### config.mk
export PLATFORM = sky130hd
export DESIGN_NAME = cfg_tlp_builder
export DESIGN_NICKNAME = d
export VERILOG_FILES = /design/src/rtl/cfg_tlp_pkg.sv /design/src/rtl/cfg_access_filter.sv /design/src/rtl/cfg_header_former.sv /design/src/rtl/cfg_beat_sequencer.sv /design/src/rtl/cfg_tlp_builder.sv
export SDC_FILE = /design/constraint.sdc
export NUM_CORES = 1
export LEC_CHECK = 0
export CAP_MARGIN = 20
export CORE_ASPECT_RATIO = 0.5
export CORE_UTILIZATION = 53
export DETAILED_ROUTE_END_ITERATION = 8
export PLACE_DENSITY = 0.82
export SKIP_CTS_REPAIR_TIMING = 1
export SYNTH_ARGS = -nofsm -noshare
export SYNTH_HDL_FRONTEND = slang
export SYNTH_HIERARCHICAL = 1
export SYNTH_SLANG_ARGS = --single-unit
### constraint.sdc
create_clock -name clk -period 6.8 [get_ports clk]
set_clock_uncertainty 0.15 [all_clocks]
set_input_delay 2.04 -clock clk [delete_from_list [all_inputs] [get_ports clk]]
set_output_delay 2.04 -clock clk [all_outputs]
set_load 0.005 [all_outputs]
### src/rtl/cfg_tlp_pkg.sv
package cfg_tlp_pkg;

  localparam logic [4:0] LINK_UP_STATE  = 5'h0F;
  localparam int         HIDDEN_BAR_OFS = 'h10;
  localparam int         PRIM_BUS_OFS   = 'h18;
  localparam logic [7:0] TAG_RD         = 8'h1D;
  localparam logic [7:0] TAG_WR         = 8'h10;
  localparam logic [7:0] FMT_CFG_BASE   = 8'h04;

  typedef enum logic [1:0] {
    ST_SENT      = 2'd0,
    ST_NO_DEVICE = 2'd1,
    ST_BAD_REG   = 2'd2
  } cfg_status_e;

  typedef struct packed {
    logic [31:0] dw0;
    logic [31:0] dw1;
    logic [31:0] dw2;
    logic [31:0] data;
    logic        three_beat;
    logic        root_upd;
  } cfg_pkt_t;

endpackage

### src/rtl/cfg_access_filter.sv
module cfg_access_filter
  import cfg_tlp_pkg::*;
#(
  parameter int ADDR_W = 12
) (
  input  logic [7:0]        bus,
  input  logic [7:0]        devfn,
  input  logic [7:0]        prim_bus,
  input  logic [ADDR_W-1:0] addr,
  input  logic [7:0]        root_bus,
  input  logic [4:0]        link_state,
  output cfg_status_e       status
);

  logic on_root;
  logic dev_nonzero;

  assign on_root     = (bus == root_bus);
  assign dev_nonzero = (devfn[7:3] != 5'd0);

  always_comb begin
    status = ST_SENT;
    if (on_root && (devfn == 8'd0) && (addr == ADDR_W'(HIDDEN_BAR_OFS)))
      status = ST_BAD_REG;
    else if (!on_root && (link_state != LINK_UP_STATE))
      status = ST_NO_DEVICE;
    else if (on_root && dev_nonzero)
      status = ST_NO_DEVICE;
    else if ((prim_bus == root_bus) && dev_nonzero)
      status = ST_NO_DEVICE;
  end

endmodule

### src/rtl/cfg_header_former.sv
module cfg_header_former
  import cfg_tlp_pkg::*;
#(
  parameter int ADDR_W = 12
) (
  input  logic [7:0]        bus,
  input  logic [7:0]        devfn,
  input  logic [ADDR_W-1:0] addr,
  input  logic [1:0]        size,
  input  logic              write,
  input  logic [31:0]       wdata,
  input  logic [7:0]        root_bus,
  output logic [3:0]        byte_en,
  output cfg_pkt_t          pkt
);

  localparam int OFS_W = 16;

  logic [1:0]       lane;
  logic [4:0]       shamt;
  logic [31:0]      masked;
  logic [31:0]      shifted;
  logic [7:0]       fmt;
  logic [OFS_W-1:0] ofs;

  assign lane  = addr[1:0];
  assign shamt = {lane, 3'b000};

  always_comb begin
    case (size)
      2'd0: begin
        byte_en = 4'(4'b0001 << lane);
        masked  = {24'd0, wdata[7:0]};
      end
      2'd1: begin
        byte_en = 4'(4'b0011 << lane);
        masked  = {16'd0, wdata[15:0]};
      end
      default: begin
        byte_en = 4'hF;
        masked  = wdata;
      end
    endcase
  end

  assign shifted = write ? (masked << shamt) : 32'd0;
  assign fmt     = FMT_CFG_BASE | {1'b0, write, 5'd0, (bus != root_bus)};
  assign ofs     = OFS_W'(addr) & 16'hFFFC;

  always_comb begin
    pkt.dw0        = {fmt, 24'd1};
    pkt.dw1        = {root_bus, 8'd0, (write ? TAG_WR : TAG_RD), 4'd0, byte_en};
    pkt.dw2        = {bus, devfn, ofs};
    pkt.data       = shifted;
    pkt.three_beat = write && (addr[2:0] == 3'd0);
    pkt.root_upd   = write && (bus == root_bus) && (addr == ADDR_W'(PRIM_BUS_OFS));
  end

endmodule

### src/rtl/cfg_beat_sequencer.sv
module cfg_beat_sequencer
  import cfg_tlp_pkg::*;
(
  input  logic        clk,
  input  logic        rst_n,
  input  logic        load,
  input  cfg_pkt_t    pkt_in,
  input  logic        beat_ready,
  output logic        idle,
  output logic        done,
  output logic        upd_root,
  output logic [7:0]  upd_value,
  output logic        beat_valid,
  output logic [63:0] beat_data,
  output logic        beat_sop,
  output logic        beat_eop
);

  typedef enum logic [1:0] {SQ_IDLE, SQ_HEAD, SQ_MID, SQ_LAST} sq_state_e;

  sq_state_e state_q, state_d;
  cfg_pkt_t  pkt_q;
  logic      take;

  assign take = beat_valid && beat_ready;

  always_comb begin
    state_d = state_q;
    case (state_q)
      SQ_IDLE: if (load) state_d = SQ_HEAD;
      SQ_HEAD: if (take) state_d = pkt_q.three_beat ? SQ_MID : SQ_LAST;
      SQ_MID:  if (take) state_d = SQ_LAST;
      SQ_LAST: if (take) state_d = SQ_IDLE;
      default: state_d = SQ_IDLE;
    endcase
  end

  always_ff @(posedge clk or negedge rst_n) begin
    if (!rst_n) state_q <= SQ_IDLE;
    else        state_q <= state_d;
  end

  always_ff @(posedge clk or negedge rst_n) begin
    if (!rst_n)    pkt_q <= '0;
    else if (load) pkt_q <= pkt_in;
  end

  always_comb begin
    case (state_q)
      SQ_HEAD: beat_data = {pkt_q.dw1, pkt_q.dw0};
      SQ_MID:  beat_data = {32'd0, pkt_q.dw2};
      SQ_LAST: beat_data = pkt_q.three_beat ? {32'd0, pkt_q.data}
                                            : {pkt_q.data, pkt_q.dw2};
      default: beat_data = 64'd0;
    endcase
  end

  assign idle       = (state_q == SQ_IDLE);
  assign beat_valid = !idle;
  assign beat_sop   = (state_q == SQ_HEAD);
  assign beat_eop   = (state_q == SQ_LAST);
  assign done       = take && beat_eop;
  assign upd_root   = pkt_q.root_upd;
  assign upd_value  = pkt_q.data[7:0];

  // a stalled beat keeps its payload and flags
  p_beat_hold_r12: assert property (@(posedge clk) disable iff (!rst_n)
    beat_valid && !beat_ready |=> beat_valid && $stable(beat_data)
                                  && $stable(beat_sop) && $stable(beat_eop));

  // every packet opens with a start-flagged beat
  p_sop_first_r7: assert property (@(posedge clk) disable iff (!rst_n)
    $rose(beat_valid) |-> beat_sop);

  // the end beat is followed by a gap
  p_eop_gap_r12: assert property (@(posedge clk) disable iff (!rst_n)
    beat_valid && beat_ready && beat_eop |=> !beat_valid);

endmodule

### src/rtl/cfg_tlp_builder.sv
module cfg_tlp_builder
  import cfg_tlp_pkg::*;
#(
  parameter int         ADDR_W    = 12,
  parameter logic [7:0] ROOT_INIT = 8'h00
) (
  input  logic              clk,
  input  logic              rst_n,
  input  logic [4:0]        link_state,
  input  logic              req_valid,
  output logic              req_ready,
  input  logic              req_write,
  input  logic [1:0]        req_size,
  input  logic [7:0]        req_bus,
  input  logic [7:0]        req_devfn,
  input  logic [7:0]        req_prim_bus,
  input  logic [ADDR_W-1:0] req_addr,
  input  logic [31:0]       req_wdata,
  output logic              beat_valid,
  input  logic              beat_ready,
  output logic [63:0]       beat_data,
  output logic              beat_sop,
  output logic              beat_eop,
  output logic              resp_valid,
  output logic [1:0]        resp_status,
  output logic [31:0]       resp_rdata,
  output logic [7:0]        root_bus
);

  logic [1:0]  rst_sync_q;
  logic        rst_n_i;
  cfg_status_e status;
  cfg_pkt_t    pkt;
  logic [3:0]  byte_en;
  logic        accept, load, refuse;
  logic        seq_idle, seq_done, upd_root;
  logic [7:0]  upd_value;
  logic        resp_valid_d;
  logic [1:0]  resp_status_d;
  logic [31:0] resp_rdata_d;
  logic [7:0]  root_d;

  always_ff @(posedge clk or negedge rst_n) begin
    if (!rst_n) rst_sync_q <= 2'b00;
    else        rst_sync_q <= {rst_sync_q[0], 1'b1};
  end
  assign rst_n_i = rst_sync_q[1];

  cfg_access_filter #(.ADDR_W(ADDR_W)) u_filter (
    .bus        (req_bus),
    .devfn      (req_devfn),
    .prim_bus   (req_prim_bus),
    .addr       (req_addr),
    .root_bus   (root_bus),
    .link_state (link_state),
    .status     (status)
  );

  cfg_header_former #(.ADDR_W(ADDR_W)) u_former (
    .bus      (req_bus),
    .devfn    (req_devfn),
    .addr     (req_addr),
    .size     (req_size),
    .write    (req_write),
    .wdata    (req_wdata),
    .root_bus (root_bus),
    .byte_en  (byte_en),
    .pkt      (pkt)
  );

  assign req_ready = seq_idle;
  assign accept    = req_valid && req_ready;
  assign refuse    = (status != ST_SENT);
  assign load      = accept && !refuse;

  cfg_beat_sequencer u_seq (
    .clk        (clk),
    .rst_n      (rst_n_i),
    .load       (load),
    .pkt_in     (pkt),
    .beat_ready (beat_ready),
    .idle       (seq_idle),
    .done       (seq_done),
    .upd_root   (upd_root),
    .upd_value  (upd_value),
    .beat_valid (beat_valid),
    .beat_data  (beat_data),
    .beat_sop   (beat_sop),
    .beat_eop   (beat_eop)
  );

  always_comb begin
    resp_valid_d  = 1'b0;
    resp_status_d = ST_SENT;
    resp_rdata_d  = 32'd0;
    if (accept && refuse) begin
      resp_valid_d  = 1'b1;
      resp_status_d = status;
      if (!req_write && (status == ST_NO_DEVICE)) resp_rdata_d = 32'hFFFF_FFFF;
    end else if (seq_done) begin
      resp_valid_d = 1'b1;
    end
  end

  always_comb begin
    root_d = root_bus;
    if (seq_done && upd_root) root_d = upd_value;
  end

  always_ff @(posedge clk or negedge rst_n_i) begin
    if (!rst_n_i) begin
      resp_valid  <= 1'b0;
      resp_status <= ST_SENT;
      resp_rdata  <= 32'd0;
      root_bus    <= ROOT_INIT;
    end else begin
      resp_valid  <= resp_valid_d;
      if (resp_valid_d) begin
        resp_status <= resp_status_d;
        resp_rdata  <= resp_rdata_d;
      end
      root_bus    <= root_d;
    end
  end

  // a refused request produces a response and no packet
  p_refuse_no_pkt_r8: assert property (@(posedge clk) disable iff (!rst_n_i)
    accept && refuse |=> !beat_valid && resp_valid && (resp_status != 2'd0));

  // beyond the root bus with the link down nothing is reachable
  p_link_down_r9: assert property (@(posedge clk) disable iff (!rst_n_i)
    accept && (req_bus != root_bus) && (link_state != LINK_UP_STATE)
    |=> resp_valid && (resp_status == 2'd1) && !beat_valid);

  // the root bus copy only moves after an end beat is taken
  p_root_hold_r11: assert property (@(posedge clk) disable iff (!rst_n_i)
    !(beat_valid && beat_ready && beat_eop) |=> $stable(root_bus));

  // no request is taken while a packet is in flight
  p_busy_r12: assert property (@(posedge clk) disable iff (!rst_n_i)
    beat_valid |-> !req_ready);

  // a one-byte access enables exactly one byte lane
  p_one_lane_r5: assert property (@(posedge clk) disable iff (!rst_n_i)
    req_valid && (req_size == 2'd0) |-> ($countones(byte_en) == 1));

endmodule

# --- Word level (Yosys, flattened, before mapping) ---
# Cells that the tools add are included.
word_totals:
  mem_bits_rw: 0
  out_inout_bits: 111
  latchBits: 0
  in_bits: 80
  ff_bits: 131
  n_memories: 0
  mem_bits_ro: 0
classes:
  n_shift: 3
  order_cmp: 0
  bitwise_logic: 0
  mux: 21
  div_mod_pow: 0
  mul: 0
  eq_ne: 15
  n_addsub: 0
  n_reduce_logical: 26
op_table:
  columns: ["op", "count"]
  rows:
  - ["$pmux W64 S3", 1]
  - ["$mux W32", 3]
  - ["$mux W64", 1]
  - ["$pmux W32 S2", 1]
  - ["$shl A32 B5 Y32", 1]
  - ["$eq A12 B5 Y1 const B", 2]
  - ["$eq A8 B8 Y1", 2]
  - ["$mux W2", 8]
  - ["$logic_and A1 B1 Y1", 15]
  - ["$logic_not A8 Y1", 1]
  - ["$ne A8 B8 Y1", 1]
  - ["$pmux W2 S4", 1]
  - ["$pmux W4 S2", 1]
  - ["$eq A2 B1 Y1 const B", 3]
  - ["$ne A2 B1 Y1 const B", 3]
  - ["$ne A5 B4 Y1 const B", 1]
  - ["$reduce_bool A5 Y1", 1]
  - ["$eq A2 B2 Y1 const B", 2]
  - ["$logic_not A1 Y1", 4]
  - ["$logic_not A2 Y1", 2]
  - ["$mux W1", 4]
  - ["$mux W4", 1]
  - ["$reduce_and A4 Y1", 1]
  - ["$shl A1 B2 Y4 const A", 1]
  - ["4 further kinds", 4]

# --- Longest topological paths before layout ---
depth:
  word_depth: 11
  ltp_mapped: 11
  depth_no_buf: 8

# --- Cells and area by module ---
# Netlist, hierarchy kept.
by_module_without_submodules:
  columns: ["mod", "cells_each", "area_per_inst_um2", "n_inst", "seq_area_each_um2"]
  rows:
  - ["cfg_beat_sequencer", 495, 6521.3, 1, 3303.2]
  - ["cfg_header_former", 222, 1582.8, 1, 0.0]
  - ["cfg_tlp_builder", 67, 798.3, 1, 350.3]
  - ["cfg_access_filter", 34, 292.8, 1, 0.0]

# --- Worst setup path before layout ---
# No wires, ideal clock.
synth_path:
  path_kind: "input to register"
  start: "in req_addr[7]"
  end: "reg u_seq.state_q[1]"
  path_buffers: 2
  stages: 10
  setup_ps: 125
  slack_ps: 2474
  arrival_time_ps: 4052
  cell_sequence: "or4_4 > nor4_2 > nand4_1 > nor2_1 > and3b_1 > nor2b_1 > buf_2 > buf_2 > o22ai_1 > mux2_2"
synth_via:
  elab_chain_cells: 8
synth_rtl:
  columns: ["item", "line_no", "source"]
  rows:
  - ["start: declaration", "cfg_tlp_builder.sv:17", "input logic [ADDR_W-1:0] req_addr,"]
  - ["$eq A12 B5 Y1", "cfg_access_filter.sv:23", "if (on_root && (devfn == 8'd0) && (addr == ADDR_W'(HIDDEN_BAR_OFS)))"]
  - ["$logic_and A1 B1 Y1", "cfg_access_filter.sv:23", null]
  - ["$mux W2", "cfg_access_filter.sv:23", null]
  - ["net status[1]", "cfg_tlp_builder.sv:32", "cfg_status_e status;"]
  - ["$reduce_bool A2 Y1", "cfg_tlp_builder.sv:73", "assign refuse = (status != ST_SENT);"]
  - ["$logic_not A1 Y1", "cfg_tlp_builder.sv:74", "assign load = accept && !refuse;"]
  - ["$logic_and A1 B1 Y1", "cfg_tlp_builder.sv:74", null]
  - ["net load", "cfg_tlp_builder.sv:35", "logic accept, load, refuse;"]
  - ["$ne A2 B1 Y1 (no line)", null, null]
  - ["$reduce_and A4 Y1 (no line)", null, null]
  - ["end signal: assignment", "cfg_beat_sequencer.sv:40", "else state_q <= state_d;"]
  - ["end: declaration", "cfg_beat_sequencer.sv:21", "sq_state_e state_q, state_d;"]
# The timed path passes the listed nets, and every way through them passes these cells.
# A chain may end at the register's enable or synchronous reset.

# --- Worst setup path after layout ---
layout_path:
  start: "reg u_seq.state_q[1]"
  end: "out beat_data[51]"
layout_via:
  elab_chain_cells: 2
layout_rtl:
  columns: ["item", "line_no", "source"]
  rows:
  - ["$eq A2 B2 Y1 or $eq A2 B1 Y1 (tied branches)", "cfg_beat_sequencer.sv:49", "case (state_q)"]
  - ["$pmux W64 S3 (*)", "cfg_beat_sequencer.sv:49", null]
  - ["end: declaration", "cfg_tlp_builder.sv:21", "output logic [63:0] beat_data,"]
# Mark *: on every way between the ends. The rest lies on a longest branch, timed or not.

==> impl_metrics.tcl <==
set metrics [dict create \
    run_status "complete, no violations" \
    drtIter0Drc 711 \
    combinationalPowerShare_pct 35.2 \
    path_delay_family "buffers and inverters" \
    yosysTopAreaCellShare_pct 39.73 \
    yosysWarningCount 6 \
    grt.overflow.total 0 \
    path_class "reg2out" \
    tightest_slew_ns 1.193 \
    place_hpwl_um 17390 \
    hold_ws_ns 0.1324 \
    synthTopCellsByArea "dfrtp_1, mux2_2, buf_4" \
    p_sw_share_pct 34.89 \
    synth_largest_area_cell "dfrtp_1" \
    grt_max_degree 118 \
    synth_edf_count 0 \
    gp_congestion 0.8964 \
    final_antenna_net_count 0 \
    p_total_mw 3.358 \
    ir_drop_v 0.0002002 \
    ys.flop_type "dfrtp_1" \
    ys_seq_elements 146 \
    grt_pass1_wl_um 37610 \
    critPathMaxStageDelay_ns 0.76 \
    die-area_um2 17910 \
    coreArea_um2 16680 \
    powerDensity_nw_per_um2 307.8 \
    cts.clk_slew.worst_paths_ns 0.07 \
    startpoint_type "flip-flop" \
    drc_errors 0 \
    dr.pass1.iters 6 \
    pin_count 191 \
    area_delta_synth_final_pct 18.67 \
    seq_power_share_pct 37.9 \
    hold_path.class "reg2async" \
    crit_chain "inv_1 -> ha_2 -> buf_4 -> a22oi_1 -> nor2_1 -> clkdlybuf4s50_1" \
    clk_latency_ns 0.42 \
    period_needed_ns 5.284 \
    synthArstFlopShare_pct 100.0 \
    critPathRequiredTime_ns 4.61 \
    grt_usage_pct 28.04 \
    viasPerCell 5.865 \
    drv_slew 0 \
    syn-cell-area_um2 9195 \
    max-cap-violations 0 \
    synth-seq-area-share_pct 39.73 \
    vias 6680 \
    critPathCaptureType "primary output" \
    die_w_um 188.3 \
    fin_util_pct 65.41 \
    pwr-share-clk_pct 26.9 \
    ctsLongestPathBuffers 2 \
    synth_commonest_cells "mux2_2, dfrtp_1, buf_4" \
    arrival_ns 3.09 \
    p_leak_nw 4.983 \
    fmax_mhz 189.2 \
    relSlewSlack_pct 20.48 \
    drive_gt1_share_pct 26.86 \
    period_share_pct 77.71 \
    rsz0062_at_grt "no" \
    grt_antenna_before_repair 0 \
    final_nets 985 \
    htree_levels 4 \
    syn_area_per_cell_um2 11.24 \
    netlist_instances 818 \
    diodes 0 \
    finalSetupTns_ns 0 \
    initial_utilization_pct 55.12 \
    wl_per_cell_um 21.61 \
    intPower_mw 2.186 \
    ys_types 53 \
    yosysMostFrequentCell "mux2_2" \
    critPathMaxFanout 37 \
    numClockSinks 146 \
    port_buffers 190 \
    final_area_um2 10910 \
    path_buf_inv 3 \
    root_buffer "clkbuf_16" \
    die_h_um 95.14 \
    hold_viol_final 0 \
    tritoncts "done" \
    slowest_stage "ha_2" \
    finalWirelength_um 24620 \
    rows 33 \
    cts_buffers 17 \
    postPlaceCellArea_um2 10350 \
    p_switching_mw 1.172 \
    grt_pass1_vias 6682 \
    setup_viol 0 \
]
-- path summary, 6_finish.rpt --
path | end | depth (start not counted) | slack (ns) | startpoint
setup / recovery | beat_data[51] | 6 | 1.52 | u_seq/state_q[1]$_DFFE_PN0P_
hold / removal | u_seq/pkt_q[73]$_DFFE_PN0P_ | 0 | 0.13 | rst_sync_q[1]$_DFF_PN0_
setup reg to reg | u_seq/upd_value[2]$_DFFE_PN0P_ | 7 | 3.23 | u_seq/state_q[0]$_DFFE_PN0P_
hold reg to reg | u_seq/pkt_q[73]$_DFFE_PN0P_ | 0 | 0.13 | rst_sync_q[1]$_DFF_PN0_
max in group asynchronous | rst_sync_q[1]$_DFF_PN0_ | 1 | 4.73 | rst_n
min in group clk | rst_sync_q[1]$_DFF_PN0_ | 0 | 0.22 | rst_sync_q[0]$_DFF_PN0_
-- power by group through the flow --
stage | clock network, mW | registers (mW) | logic [mW]
after floorplan | 0 | 1.18 | 0.841
after global placement | 0 | 1.26 | 1.13
after detailed placement | 0 | 1.28 | 1.16
after CTS | 0.914 | 1.27 | 1.17
after global routing | 0.949 | 1.30 | 1.26
final | 0.905 | 1.27 | 1.18
-- metal layers --
metal | GRT usage (%) | vias up | part of all wire, %
met3 | 5.705 | 34 | 8.9
met4 | 8.875 | 0 | 1.6
met5 | 0 | - | 0
met2 | 45.36 | 359 | 46
met1 | 38.17 | 3362 | 43
li1 | - | 2925 | -
-- logic make-up (layout without fill, tap and decap cells) --
group                      after synthesis  in the layout  synth area share, %
AOI/OAI and AO/OA                      118            118                10.21
DFF                                    146            146                39.73
and+or+nand+nor                        137            137                7.661
muxes                                  186            186                24.26
adders and majority gates                6              6               0.8164
other                                    3             54               0.1225
xor gates and xnor gates                24             24                2.286
buffers and inverters                  198            241                14.91
-- per-stage QoR --
stage | instances | setup slack (ns)
final | 1139 | 1.516
after CTS | 1139 | 1.558
after floorplan | 869 | 2.281
after detailed placement | 1107 | 1.547
after global placement | 1107 | 1.633
after global routing | 1139 | 1.382
-- sequential cells by signal (all words and copies together), names as in the netlist --
signal           count
u_seq/pkt_q        121
root_bus             8
u_seq/upd_value      8
resp_status          2
rst_sync_q           2
u_seq/state_q        2
resp_rdata           1
resp_valid           1
u_seq/upd_root       1
-- worst reg2reg max path: cells and delay by family (launching register included) --
family | cells | cell delay (ns)
buffers and inverters | 3 | 0.96
AND/OR/NAND/NOR | 2 | 0.71
adder cells (fa/ha/maj) | 1 | 0.60
multiplexers | 1 | 0.58
flip-flops | 1 | 0.46
-- layout make-up --
class | instances | area, µm²
inverters | 8 | 30.03
repair buffers | 201 | 1997
fillers | 1239 | 5769
flip-flops and latches | 146 | 3659
clock buffers | 18 | 429.2
well taps | 227 | 284.0
multi-input cells | 525 | 4377
clock inverters | 14 | 136.4
-- placed cells by master, fill, tap and decap left out, types with 4 or more instances in the layout --
| cell | n |
|---|---|
| a222oi_1 | 32 |
| nand2b_1 | 4 |
| a211oi_1 | 7 |
| a221oi_1 | 6 |
| nor4_1 | 4 |
| nor2_1 | 78 |
| nor3_1 | 5 |
| mux2_4 | 37 |
| clkbuf_16 | 17 |
| xor2_1 | 24 |
| nor4_2 | 4 |
| a21oi_1 | 13 |
| buf_4 | 10 |
| conb_1 | 54 |
| o21ai_0 | 5 |
| ha_1 | 4 |
| and3_1 | 4 |
| inv_1 | 8 |
| clkdlybuf4s50_1 | 190 |
| and2_1 | 7 |
| inv_8 | 6 |
| inv_6 | 5 |
| dfrtp_1 | 144 |
| a22oi_1 | 40 |
| nand2_1 | 12 |
| mux2_2 | 147 |
Note: power is estimated with default switching activity, not from simulation.
